==> config.mk <==
export PLATFORM = sky130hd
export DESIGN_NAME = sat_divider
export DESIGN_NICKNAME = d
export VERILOG_FILES = /design/src/rtl/sdiv_pkg.sv /design/src/rtl/sdiv_special.sv /design/src/rtl/sdiv_iter.sv /design/src/rtl/sat_divider.sv
export SDC_FILE = /design/constraint.sdc
export NUM_CORES = 1
export LEC_CHECK = 0
export BUFFER_PORTS_ARGS = -buffer_cell sky130_fd_sc_hd__buf_2
export CORE_MARGIN = 4
export CORE_UTILIZATION = 52
export CTS_CLUSTER_DIAMETER = 50
export DETAILED_ROUTE_END_ITERATION = 6
export PLACE_DENSITY = 0.72
export SLEW_MARGIN = 20
export SYNTH_ARGS = -nofsm -noshare
export SYNTH_HDL_FRONTEND = slang
export SYNTH_SLANG_ARGS = --single-unit
export TNS_END_PERCENT = 100
==> constraint.sdc <==
create_clock -name clk -period 3.7 [get_ports clk]
set_clock_uncertainty 0.2 [all_clocks]
set_input_delay 0.185 -clock clk [delete_from_list [all_inputs] [get_ports clk]]
set_output_delay 0.185 -clock clk [all_outputs]
set_load 0.01 [all_outputs]
==> src/rtl/sdiv_pkg.sv <==
package sdiv_pkg;

    typedef enum logic [1:0] {
        ST_IDLE,
        ST_CHECK,
        ST_ITER,
        ST_FIXUP
    } div_state_t;

endpackage

==> src/rtl/sdiv_special.sv <==
module sdiv_special #(
    parameter int W = 32
) (
    input  logic         signed_i,
    input  logic [W-1:0] a_i,
    input  logic [W-1:0] b_i,
    output logic         hit_o,
    output logic [W-1:0] quo_o
);
    localparam logic [W-1:0] MAX_POS = {1'b0, {(W-1){1'b1}}};
    localparam logic [W-1:0] MIN_NEG = {1'b1, {(W-1){1'b0}}};
    localparam logic [W-1:0] ALL_ONE = {W{1'b1}};

    logic zero_div;
    logic min_by_m1;

    always_comb begin
        zero_div  = (b_i == '0);
        min_by_m1 = signed_i && (a_i == MIN_NEG) && (b_i == ALL_ONE);
        hit_o     = zero_div || min_by_m1;
        quo_o     = '0;
        if (zero_div) begin
            if (!signed_i)
                quo_o = ALL_ONE;
            else if (a_i[W-1])
                quo_o = MIN_NEG;
            else
                quo_o = MAX_POS;
        end else if (min_by_m1) begin
            quo_o = MAX_POS;
        end
    end

endmodule

==> src/rtl/sdiv_iter.sv <==
module sdiv_iter #(
    parameter int W = 32
) (
    input  logic         clk,
    input  logic         rst_n,
    input  logic         load_i,
    input  logic         step_i,
    input  logic [W-1:0] dvd_i,
    input  logic [W-1:0] dvs_i,
    output logic [W-1:0] quo_o,
    output logic [W-1:0] rem_o
);
    logic [W-1:0] rem_q;
    logic [W-1:0] quo_q;
    logic [W-1:0] dvs_q;
    logic [W:0]   shifted;
    logic [W:0]   trial;

    always_comb begin
        shifted = {rem_q, quo_q[W-1]};
        trial   = shifted - {1'b0, dvs_q};
    end

    always_ff @(posedge clk or negedge rst_n) begin
        if (!rst_n) begin
            rem_q <= '0;
            quo_q <= '0;
            dvs_q <= '0;
        end else if (load_i) begin
            rem_q <= '0;
            quo_q <= dvd_i;
            dvs_q <= dvs_i;
        end else if (step_i) begin
            if (!trial[W]) begin
                rem_q <= trial[W-1:0];
                quo_q <= {quo_q[W-2:0], 1'b1};
            end else begin
                rem_q <= shifted[W-1:0];
                quo_q <= {quo_q[W-2:0], 1'b0};
            end
        end
    end

    assign quo_o = quo_q;
    assign rem_o = rem_q;

    // partial remainder always stays below the divisor
    assert_rem_below_divisor_R1: assert property (@(posedge clk) disable iff (!rst_n)
        step_i |=> (rem_q < dvs_q));

endmodule

==> src/rtl/sat_divider.sv <==
module sat_divider
    import sdiv_pkg::*;
#(
    parameter int W = 32
) (
    input  logic           clk,
    input  logic           rst_n,
    input  logic           start_i,
    input  logic           signed_i,
    input  logic [W-1:0]   dividend_i,
    input  logic [W-1:0]   divisor_i,
    output logic           busy_o,
    output logic           done_o,
    output logic [2*W-1:0] result_o,
    output logic           ovf_o,
    output logic           sticky_ovf_o,
    output logic           adv_ovf_o
);
    localparam int            CW   = $clog2(W);
    localparam logic [CW-1:0] LAST = CW'(W - 1);

    div_state_t    state_q, state_d;
    logic [W-1:0]  a_q, b_q;
    logic          sgn_q;
    logic [CW-1:0] cnt_q;

    logic          spec_hit;
    logic [W-1:0]  spec_quo;
    logic          a_neg, b_neg;
    logic [W-1:0]  a_mag, b_mag;
    logic [W-1:0]  core_quo, core_rem;
    logic [W-1:0]  fix_quo, fix_rem;
    logic          accept;

    assign accept = (state_q == ST_IDLE) && start_i;
    assign busy_o = (state_q != ST_IDLE);

    sdiv_special #(.W(W)) u_special (
        .signed_i (sgn_q),
        .a_i      (a_q),
        .b_i      (b_q),
        .hit_o    (spec_hit),
        .quo_o    (spec_quo)
    );

    always_comb begin
        a_neg   = sgn_q && a_q[W-1];
        b_neg   = sgn_q && b_q[W-1];
        a_mag   = a_neg ? (~a_q + 1'b1) : a_q;
        b_mag   = b_neg ? (~b_q + 1'b1) : b_q;
        fix_quo = (a_neg ^ b_neg) ? (~core_quo + 1'b1) : core_quo;
        fix_rem = a_neg ? (~core_rem + 1'b1) : core_rem;
    end

    sdiv_iter #(.W(W)) u_core (
        .clk    (clk),
        .rst_n  (rst_n),
        .load_i ((state_q == ST_CHECK) && !spec_hit),
        .step_i (state_q == ST_ITER),
        .dvd_i  (a_mag),
        .dvs_i  (b_mag),
        .quo_o  (core_quo),
        .rem_o  (core_rem)
    );

    // next-state logic
    always_comb begin
        state_d = state_q;
        unique case (state_q)
            ST_IDLE:  if (start_i) state_d = ST_CHECK;
            ST_CHECK: state_d = spec_hit ? ST_IDLE : ST_ITER;
            ST_ITER:  if (cnt_q == LAST) state_d = ST_FIXUP;
            ST_FIXUP: state_d = ST_IDLE;
            default:  state_d = ST_IDLE;
        endcase
    end

    // state register
    always_ff @(posedge clk or negedge rst_n) begin
        if (!rst_n) state_q <= ST_IDLE;
        else        state_q <= state_d;
    end

    // operand capture and iteration counter
    always_ff @(posedge clk or negedge rst_n) begin
        if (!rst_n) begin
            a_q   <= '0;
            b_q   <= '0;
            sgn_q <= 1'b0;
            cnt_q <= '0;
        end else begin
            if (accept) begin
                a_q   <= dividend_i;
                b_q   <= divisor_i;
                sgn_q <= signed_i;
            end
            if (state_q == ST_ITER) cnt_q <= cnt_q + 1'b1;
            else                    cnt_q <= '0;
        end
    end

    // outputs: result, strobe and flags
    always_ff @(posedge clk or negedge rst_n) begin
        if (!rst_n) begin
            result_o     <= '0;
            done_o       <= 1'b0;
            ovf_o        <= 1'b0;
            sticky_ovf_o <= 1'b0;
            adv_ovf_o    <= 1'b0;
        end else begin
            done_o <= 1'b0;
            unique case (state_q)
                ST_CHECK: begin
                    if (spec_hit) begin
                        result_o     <= {{W{1'b0}}, spec_quo};
                        done_o       <= 1'b1;
                        ovf_o        <= 1'b1;
                        sticky_ovf_o <= 1'b1;
                        adv_ovf_o    <= 1'b0;
                    end
                end
                ST_FIXUP: begin
                    result_o     <= {fix_rem, fix_quo};
                    done_o       <= 1'b1;
                    ovf_o        <= 1'b0;
                    sticky_ovf_o <= sticky_ovf_o;
                    adv_ovf_o    <= 1'b0;
                end
                default: ;
            endcase
        end
    end

    assert_done_single_R11: assert property (@(posedge clk) disable iff (!rst_n)
        done_o |=> !done_o);

    assert_result_stable_R11: assert property (@(posedge clk) disable iff (!rst_n)
        !done_o |-> ($stable(result_o) && $stable(ovf_o)));

    assert_sticky_kept_R7: assert property (@(posedge clk) disable iff (!rst_n)
        sticky_ovf_o |=> sticky_ovf_o);

    assert_adv_cleared_R8: assert property (@(posedge clk) disable iff (!rst_n)
        done_o |-> !adv_ovf_o);

    assert_sat_rem_zero_R6: assert property (@(posedge clk) disable iff (!rst_n)
        (done_o && ovf_o) |-> (result_o[2*W-1:W] == '0));

    assert_busy_ignores_start_R10: assert property (@(posedge clk) disable iff (!rst_n)
        (busy_o && start_i) |=> ($stable(a_q) && $stable(b_q) && $stable(sgn_q)));

    assert_special_early_R9: assert property (@(posedge clk) disable iff (!rst_n)
        ((state_q == ST_CHECK) && spec_hit) |=> (done_o && !busy_o));

endmodule

### Yosys cells after proc, flatten, opt, wreduce, memory -nomap -nowiden

Index checks and enable logic that the tools add are counted.

| cells by class | value |
|---|---|
| add/subtract/negate cells | 6 |
| equal/unequal tests | 9 |
| reductions and logical operators | 16 |
| bitwise operators | 5 |
| multiplexer cells | 27 |

Operators with widths:

| kind | count |
|---|---|
| $mux W32 | 12 |
| $add A32 B1 Y32 const B | 4 |
| $not A32 Y32 | 4 |
| $pmux W64 S2 | 1 |
| $eq A32 B32 Y1 const B | 2 |
| $mux W64 | 1 |
| $sub A33 B32 Y33 | 1 |
| $logic_not A32 Y1 | 1 |
| $mux W31 | 1 |
| $pmux W2 S4 | 1 |
| $logic_and A1 B1 Y1 | 6 |
| $mux W2 | 3 |
| $ne A2 B2 Y1 const B | 3 |
| $pmux W1 S2 | 3 |
| $reduce_and A2 Y1 | 3 |
| $reduce_bool A2 Y1 | 3 |
| $add A5 B1 Y5 const B | 1 |
| $eq A5 B5 Y1 const B | 1 |
| $mux W5 | 1 |
| $eq A2 B2 Y1 const B | 2 |
| $mux W1 | 4 |
| $eq A2 B1 Y1 const B | 1 |
| $logic_not A2 Y1 | 1 |
| $logic_not A1 Y1 | 1 |
| 2 further kinds | 2 |

| word-level totals | value |
|---|---|
| register bits | 236 |
| output and inout port bits | 69 |
| bits of input ports | 68 |

### Longest topological paths before layout

| logic depth | value |
|---|---|
| depth after elaboration | 7 |
| depth in mapped cells | 12 |
| depth with buffers taken out | 11 |

### By module

From an unflattened synthesis, not the netlist that was laid out.

| second synthesis, totals | value |
|---|---|
| cell total of the unflattened synthesis | 1677 |
| area, all modules | 14951.8 um^2 |

By module, submodules not included:

| module | area an instance (um^2) | cells each | sequential area each (um^2) | times used |
|---|---|---|---|---|
| sat_divider | 8251.7 | 874 | 3478.3 | 1 |
| sdiv_iter | 6214.7 | 734 | 2402.3 | 1 |
| sdiv_special | 485.5 | 69 | 0.0 | 1 |

### Worst setup path before layout

Ideal clock, no wire load.

| path | value |
|---|---|
| kind | register to register |
| start point | reg u_core.quo_q[31] (netlist: u_core.quo_o[31]) |
| end point | reg u_core.rem_q[31] (netlist: u_core.rem_o[31]) |
| arrival | 2.852 ns |
| period minus slack after synthesis | 3.147 ns |
| slack | 0.553 ns |
| setup time | 0.095 ns |
| buffers on the path | 1 |
| stages on the path, launching flop included | 13 |
| cells stage by stage | dfrtp_1 inv_1 ha_1 fa_1 nand2b_1 a21oi_1 o41a_1 a31oi_1 a211o_1 a221oi_2 buf_4 nand2_1 o31ai_1 |

| on the way | value |
|---|---|
| cells in the longest elaborated chain, start to end | 4 |

RTL lines:

| item | RTL line | text |
|---|---|---|
| from (decl) | sdiv_iter.sv:14 | `logic [W-1:0] quo_q;` |
| from (signal assigned) | sdiv_iter.sv:31 | `quo_q <= dvd_i;` |
| from (signal assigned) | sdiv_iter.sv:36 | `quo_q <= {quo_q[W-2:0], 1'b1};` |
| from (signal assigned) | sdiv_iter.sv:39 | `quo_q <= {quo_q[W-2:0], 1'b0};` |
| $sub A33 B32 Y33 | sdiv_iter.sv:21 | `trial = shifted - {1'b0, dvs_q};` |
| $mux W32 | sdiv_iter.sv:34 | `if (!trial[W]) begin` |
| $mux W32 | sdiv_iter.sv:33 | `end else if (step_i) begin` |
| $mux W32 | sdiv_iter.sv:29 | `end else if (load_i) begin` |
| to (signal assigned) | sdiv_iter.sv:35 | `rem_q <= trial[W-1:0];` |
| to (signal assigned) | sdiv_iter.sv:38 | `rem_q <= shifted[W-1:0];` |
| to (decl) | sdiv_iter.sv:13 | `logic [W-1:0] rem_q;` |

No other way between the ends. The select of a mux whose other input is x is not followed.
A chain may end at the register's enable or synchronous reset.

### Final worst setup path

| path | value |
|---|---|
| start point | reg u_core.quo_q[31] (netlist: u_core.quo_o[31]) |
| end point | reg u_core.rem_q[6] (netlist: u_core.rem_o[6]) |

The elaborated chain is that of the path after synthesis.

==> results.txt <==
----------------------------------------------------
[Clocking]
  Clock-pin slew of the registers on the worst-case setup and hold paths ... 0.06 ns
  Cts bufs inserted ... 29
  Count of H-tree levels built during CTS ... 1
  Number of buffers on the longest clock path ... 3
  Clock latency at the later pin of the worst-skew pair ... 0.54 ns
  CTS tree ... yes
  Number of clock sinks ... 235
  Root buffer selected by CTS ... sky130_fd_sc_hd__clkbuf_16

[Place]
  Count of buffers from port buffering ... 135
  Area of placed instances ... 15000 um^2
  Placer Congestion ... around 0.95
  Half-perimeter wire length after detailed placement ... around 26 mm

[Synth]
  Share of the synthesized area in the top cell type ... 0.421
  Library cell occupying the most area in the post-synthesis netlist ... sky130_fd_sc_hd__dfrtp_1
  Area fraction in compound gates after synthesis ... 0.180
  Synth Instances ... 1515
  Number of synthesized flops with an enable pin ... 0
  Leading post-synthesis cells by instance count ... 235 x sky130_fd_sc_hd__dfrtp_1, 136 x sky130_fd_sc_hd__nand2_1, 132 x sky130_fd_sc_hd__o21ai_0
  Average size of a mapped cell ... 9.23 um^2
  Fraction of synthesized area in multiplexers ... 0.0602
  Number of distinct library cell variants in the gate-level netlist after synthesis ... 76
  Net count after synthesis ... 1623
  Post-Syn Area ... 14000 um^2
  Synthesized-area fraction occupied by and/or/nand/nor cells ... 0.168
  Dominant cells by area after synthesis ... sky130_fd_sc_hd__dfrtp_1 42%, sky130_fd_sc_hd__o21ai_0 4.7%, sky130_fd_sc_hd__mux2_2 4.6%
  Sequential share of the synthesized area ... 0.421
  Post-Synth Adder-Cell Area ... 0.0363
  Synth async-reset ratio ... 1.00
  Main combinational cell family by area after synthesis ... compound AO/OA/AOI/OAI gates
  Synthesized-area fraction occupied by xor and xnor cells ... 0.0877
  Flip-flop cell with the highest count after synthesis ... sky130_fd_sc_hd__dfrtp_1
  Most common cell in the netlist ... sky130_fd_sc_hd__dfrtp_1
  Synthesis-stage register bit count ... 235
  Count of synthesis-stage warnings from yosys ... 0

[Die]
  Die extent in y ... 172 um
  Total I/O pin count ... 137
  Width of the die ... ~170 um
  Area of the core ... 26300 um^2
  Cell Rows ... 59
  Starting utilization of the core area ... 0.532
  Total Die Area ... 29600 um^2

[Route]
  Vias per std cell ... 5.86
  Detailed-routing iteration count for the pre-antenna-repair pass ... 5
  Post-Route WL ... 35.4 mm
  Detailed-route wire length per cell ... 17.3 um
  Antenna viol nets, final ... 0
  Number of vias in the routed layout ... 12000
  Number of DRC markers after the initial detailed-route iteration ... 1164
  Drc violations ... 0

[Power]
  Power density over the cells ... 1060 nW/um^2
  Maximum resistive drop on vdd ... ~700 uV
  Net Switching ... 7.85 mW
  Share of power burned in combinational logic ... 0.549
  Clock Power Share ... 0.161
  Seq pwr share ... 0.290
  Int Power ... 9.73 mW
  Leakage dissipation ... ~7.5 nW
  Switching Share ... 0.447

[Job]
  Max-cap viol count ... 0

[Final layout]
  Antenna fix cells ... 0
  Design area ... 16700 um^2
  Post-layout net count ... between 1500 and 2000
  Fraction of final layout cells with drive strength greater than 1 ... 0.174
  Layout area overhead ... 19.1%

[Global route]
  Total Routing Usage GR ... 0.238
  Wire length of the first global-routing pass ... 58.3 mm
  Pin count of the biggest net entering global routing ... 100
  Antenna violations before repair ... 0
  Via count of the first global-routing pass ... 11200
  Overflow left after global routing ... 0

[Timing]
  Final number of hold-violating endpoints ... 0
  Final Setup Violations ... 0
  Achievable clock frequency ... 0.283 GHz
  Worst Hold Slack ... 0.0645 ns
  Transition at the pin with the smallest max-transition slack ... 0.830 ns
  Count of final max-slew check failures ... 0
  Final cycle utilization of the critical path ... 0.955
  Final critical path time including I/O delays and setup ... about 3.5 ns
  Slew Limit Headroom ... 0.446

[Setup path]
  Worst Setup Start Kind ... flop
  Class of the most critical setup path ... flop to flop
  Capture point of the worst reg-to-reg path ... u_core.rem_o[6]
  Critical register-to-register path startpoint ... u_core.quo_o[31]
  Depth of the worst register-to-register path ... 13
  Arrival time of the worst setup path ... 3.74 ns
  Crit path required time ... 3.91 ns
  Crit Path Max Fanout ... 18
  Kind of end point of the critical path ... flop
  Internal reg-to-reg setup slack ... about 0.17 ns

[Min path]
  Worst hold path type ... input port to async pin

[Outcome]
  Run status ... finished, final reports clean

----------------------------------------------------
==> flip-flops by register name, summed over array words and instances (netlist names), named ones only <==
signal	count
sticky_ovf_o	1
u_core.dvs_q	32
b_q	32
u_core.rem_o	32
u_core.quo_o	32
result_o	64
sgn_q	1
ovf_o	1
state_q	1
cnt_q	5
a_q	32
done_o	1
==> cell usage in the layout, fill, tap and decap left out, types with 8 or more instances in the layout <==
cell,Yosys,final
sky130_fd_sc_hd__nor3_1,25,25
sky130_fd_sc_hd__or3_1,14,14
sky130_fd_sc_hd__o21ai_1,10,9
sky130_fd_sc_hd__nand2_1,136,135
sky130_fd_sc_hd__nand4_1,19,19
sky130_fd_sc_hd__a21o_1,16,16
sky130_fd_sc_hd__clkbuf_16,0,30
sky130_fd_sc_hd__o211ai_1,32,32
sky130_fd_sc_hd__xnor2_1,73,73
sky130_fd_sc_hd__nand3_1,93,93
sky130_fd_sc_hd__xor2_1,67,67
sky130_fd_sc_hd__nand2b_1,18,18
sky130_fd_sc_hd__o21ai_0,132,132
sky130_fd_sc_hd__a31oi_1,17,17
sky130_fd_sc_hd__ha_1,39,39
sky130_fd_sc_hd__dfrtp_1,235,235
sky130_fd_sc_hd__buf_4,6,31
sky130_fd_sc_hd__a21oi_1,68,67
sky130_fd_sc_hd__o21bai_1,8,8
sky130_fd_sc_hd__o31ai_1,15,15
sky130_fd_sc_hd__o21a_1,9,9
sky130_fd_sc_hd__nor4_1,19,19
sky130_fd_sc_hd__and3_1,11,11
sky130_fd_sc_hd__dlygate4sd3_1,0,66
sky130_fd_sc_hd__and2_1,13,13
sky130_fd_sc_hd__nor2b_1,9,8
sky130_fd_sc_hd__inv_1,57,57
sky130_fd_sc_hd__o41ai_1,10,10
sky130_fd_sc_hd__nor2_1,96,95
sky130_fd_sc_hd__mux2i_1,20,20
sky130_fd_sc_hd__a22oi_1,10,10
sky130_fd_sc_hd__a221o_1,24,24
sky130_fd_sc_hd__mux2_2,57,57
sky130_fd_sc_hd__buf_2,9,134
==> layer usage <==
layer	vias to the layer above	wire length, um	track usage
met1	5630	17300	0.385
met3	51	2820	0.0357
met2	462	14600	0.339
met5	-	0	0
met4	0	648	0.0509
li1	5821	-	-
==> area by class of cell <==
| class | instances | area, um^2 |
|---|---|---|
| Fill cell | 2147 | 9630 |
| Multi-Input combinational cell | 1128 | 7490 |
| Sequential cell | 235 | 5880 |
| Timing Repair Buffer | 237 | 1680 |
| Clock buffer | 36 | 782 |
| Tap cell | 335 | 419 |
| Inverter | 58 | 218 |
| Clock inverter | 14 | 186 |
==> worst max-delay path by stage <==
stage / start / end / slack [ns] / cells past startpoint
floorplan: u_core.quo_o[31] / u_core.rem_o[31] / 0.55 / 12
global placement: a_q[25] / u_core.rem_o[22] / 0.15 / 8
detailed placement: u_core.quo_o[31] / u_core.rem_o[19] / 0.15 / 12
CTS: a_q[25] / u_core.dvs_q[25] / 0.12 / 7
global route: u_core.rem_o[10] / u_core.rem_o[19] / -0.01 / 11
finish: u_core.quo_o[31] / u_core.rem_o[6] / 0.17 / 13
==> through the flow <==
| stage | setup slack, ns | TNS [ns] | utilization | total power, mW | cells |
|---|---|---|---|---|---|
| floorplan | 0.553 | 0 | - | 11.9 | 1515 |
| global placement | 0.147 | 0 | 0.570 | 14.1 | 1923 |
| detailed placement | 0.149 | 0 | 0.570 | 14.4 | 1923 |
| CTS | 0.124 | 0 | 0.632 | 17.3 | 2039 |
| global route | -0.0148 | -0.0183 | 0.634 | 19.0 | 2043 |
| finish | 0.167 | 0 | 0.634 | 17.6 | 2043 |
==> repair_timing <==
action / 4_1_cts / 5_1_grt
hold buffers: 66 / 0
endpoints found under the hold margin: 162 / 0
resized for setup: 0 / 2
setup buffers: 0 / 3
endpoints found under the setup margin: 0 / 32
==> power by group through the flow <==
stage / sequential, mW / combinational, mW / clock [mW]
6_report: 5.10 / 9.64 / 2.84
5_1_grt: 5.26 / 10.7 / 3.00
4_1_cts: 5.06 / 9.39 / 2.88
3_5_place_dp: 5.11 / 9.28 / 0
3_3_place_gp: 5.03 / 9.10 / 0
2_1_floorplan: 4.78 / 7.10 / 0
==> kinds of logic after synthesis <==
logic type | after synthesis
AND/OR/NAND/NOR | 480
AO/OA/AOI/OAI | 390
flip-flops | 235
buffers and inverters | 152
XOR/XNOR | 140
multiplexers | 77
adder cells (fa/ha/maj) | 40
other | 1
==> critical path, stage by stage (launching register included) <==
cell,delay [ns]
sky130_fd_sc_hd__dfrtp_1,0.40
sky130_fd_sc_hd__inv_1,0.07
sky130_fd_sc_hd__ha_1,0.23
sky130_fd_sc_hd__fa_1,0.38
sky130_fd_sc_hd__nand2b_1,0.20
sky130_fd_sc_hd__a21oi_2,0.20
sky130_fd_sc_hd__o41a_1,0.22
sky130_fd_sc_hd__a31oi_1,0.17
sky130_fd_sc_hd__a211o_1,0.35
sky130_fd_sc_hd__a221oi_4,0.30
sky130_fd_sc_hd__buf_4,0.18
sky130_fd_sc_hd__buf_12,0.17
sky130_fd_sc_hd__mux2i_1,0.21
sky130_fd_sc_hd__o21ai_0,0.10
Power figures use the tool's default switching activity.
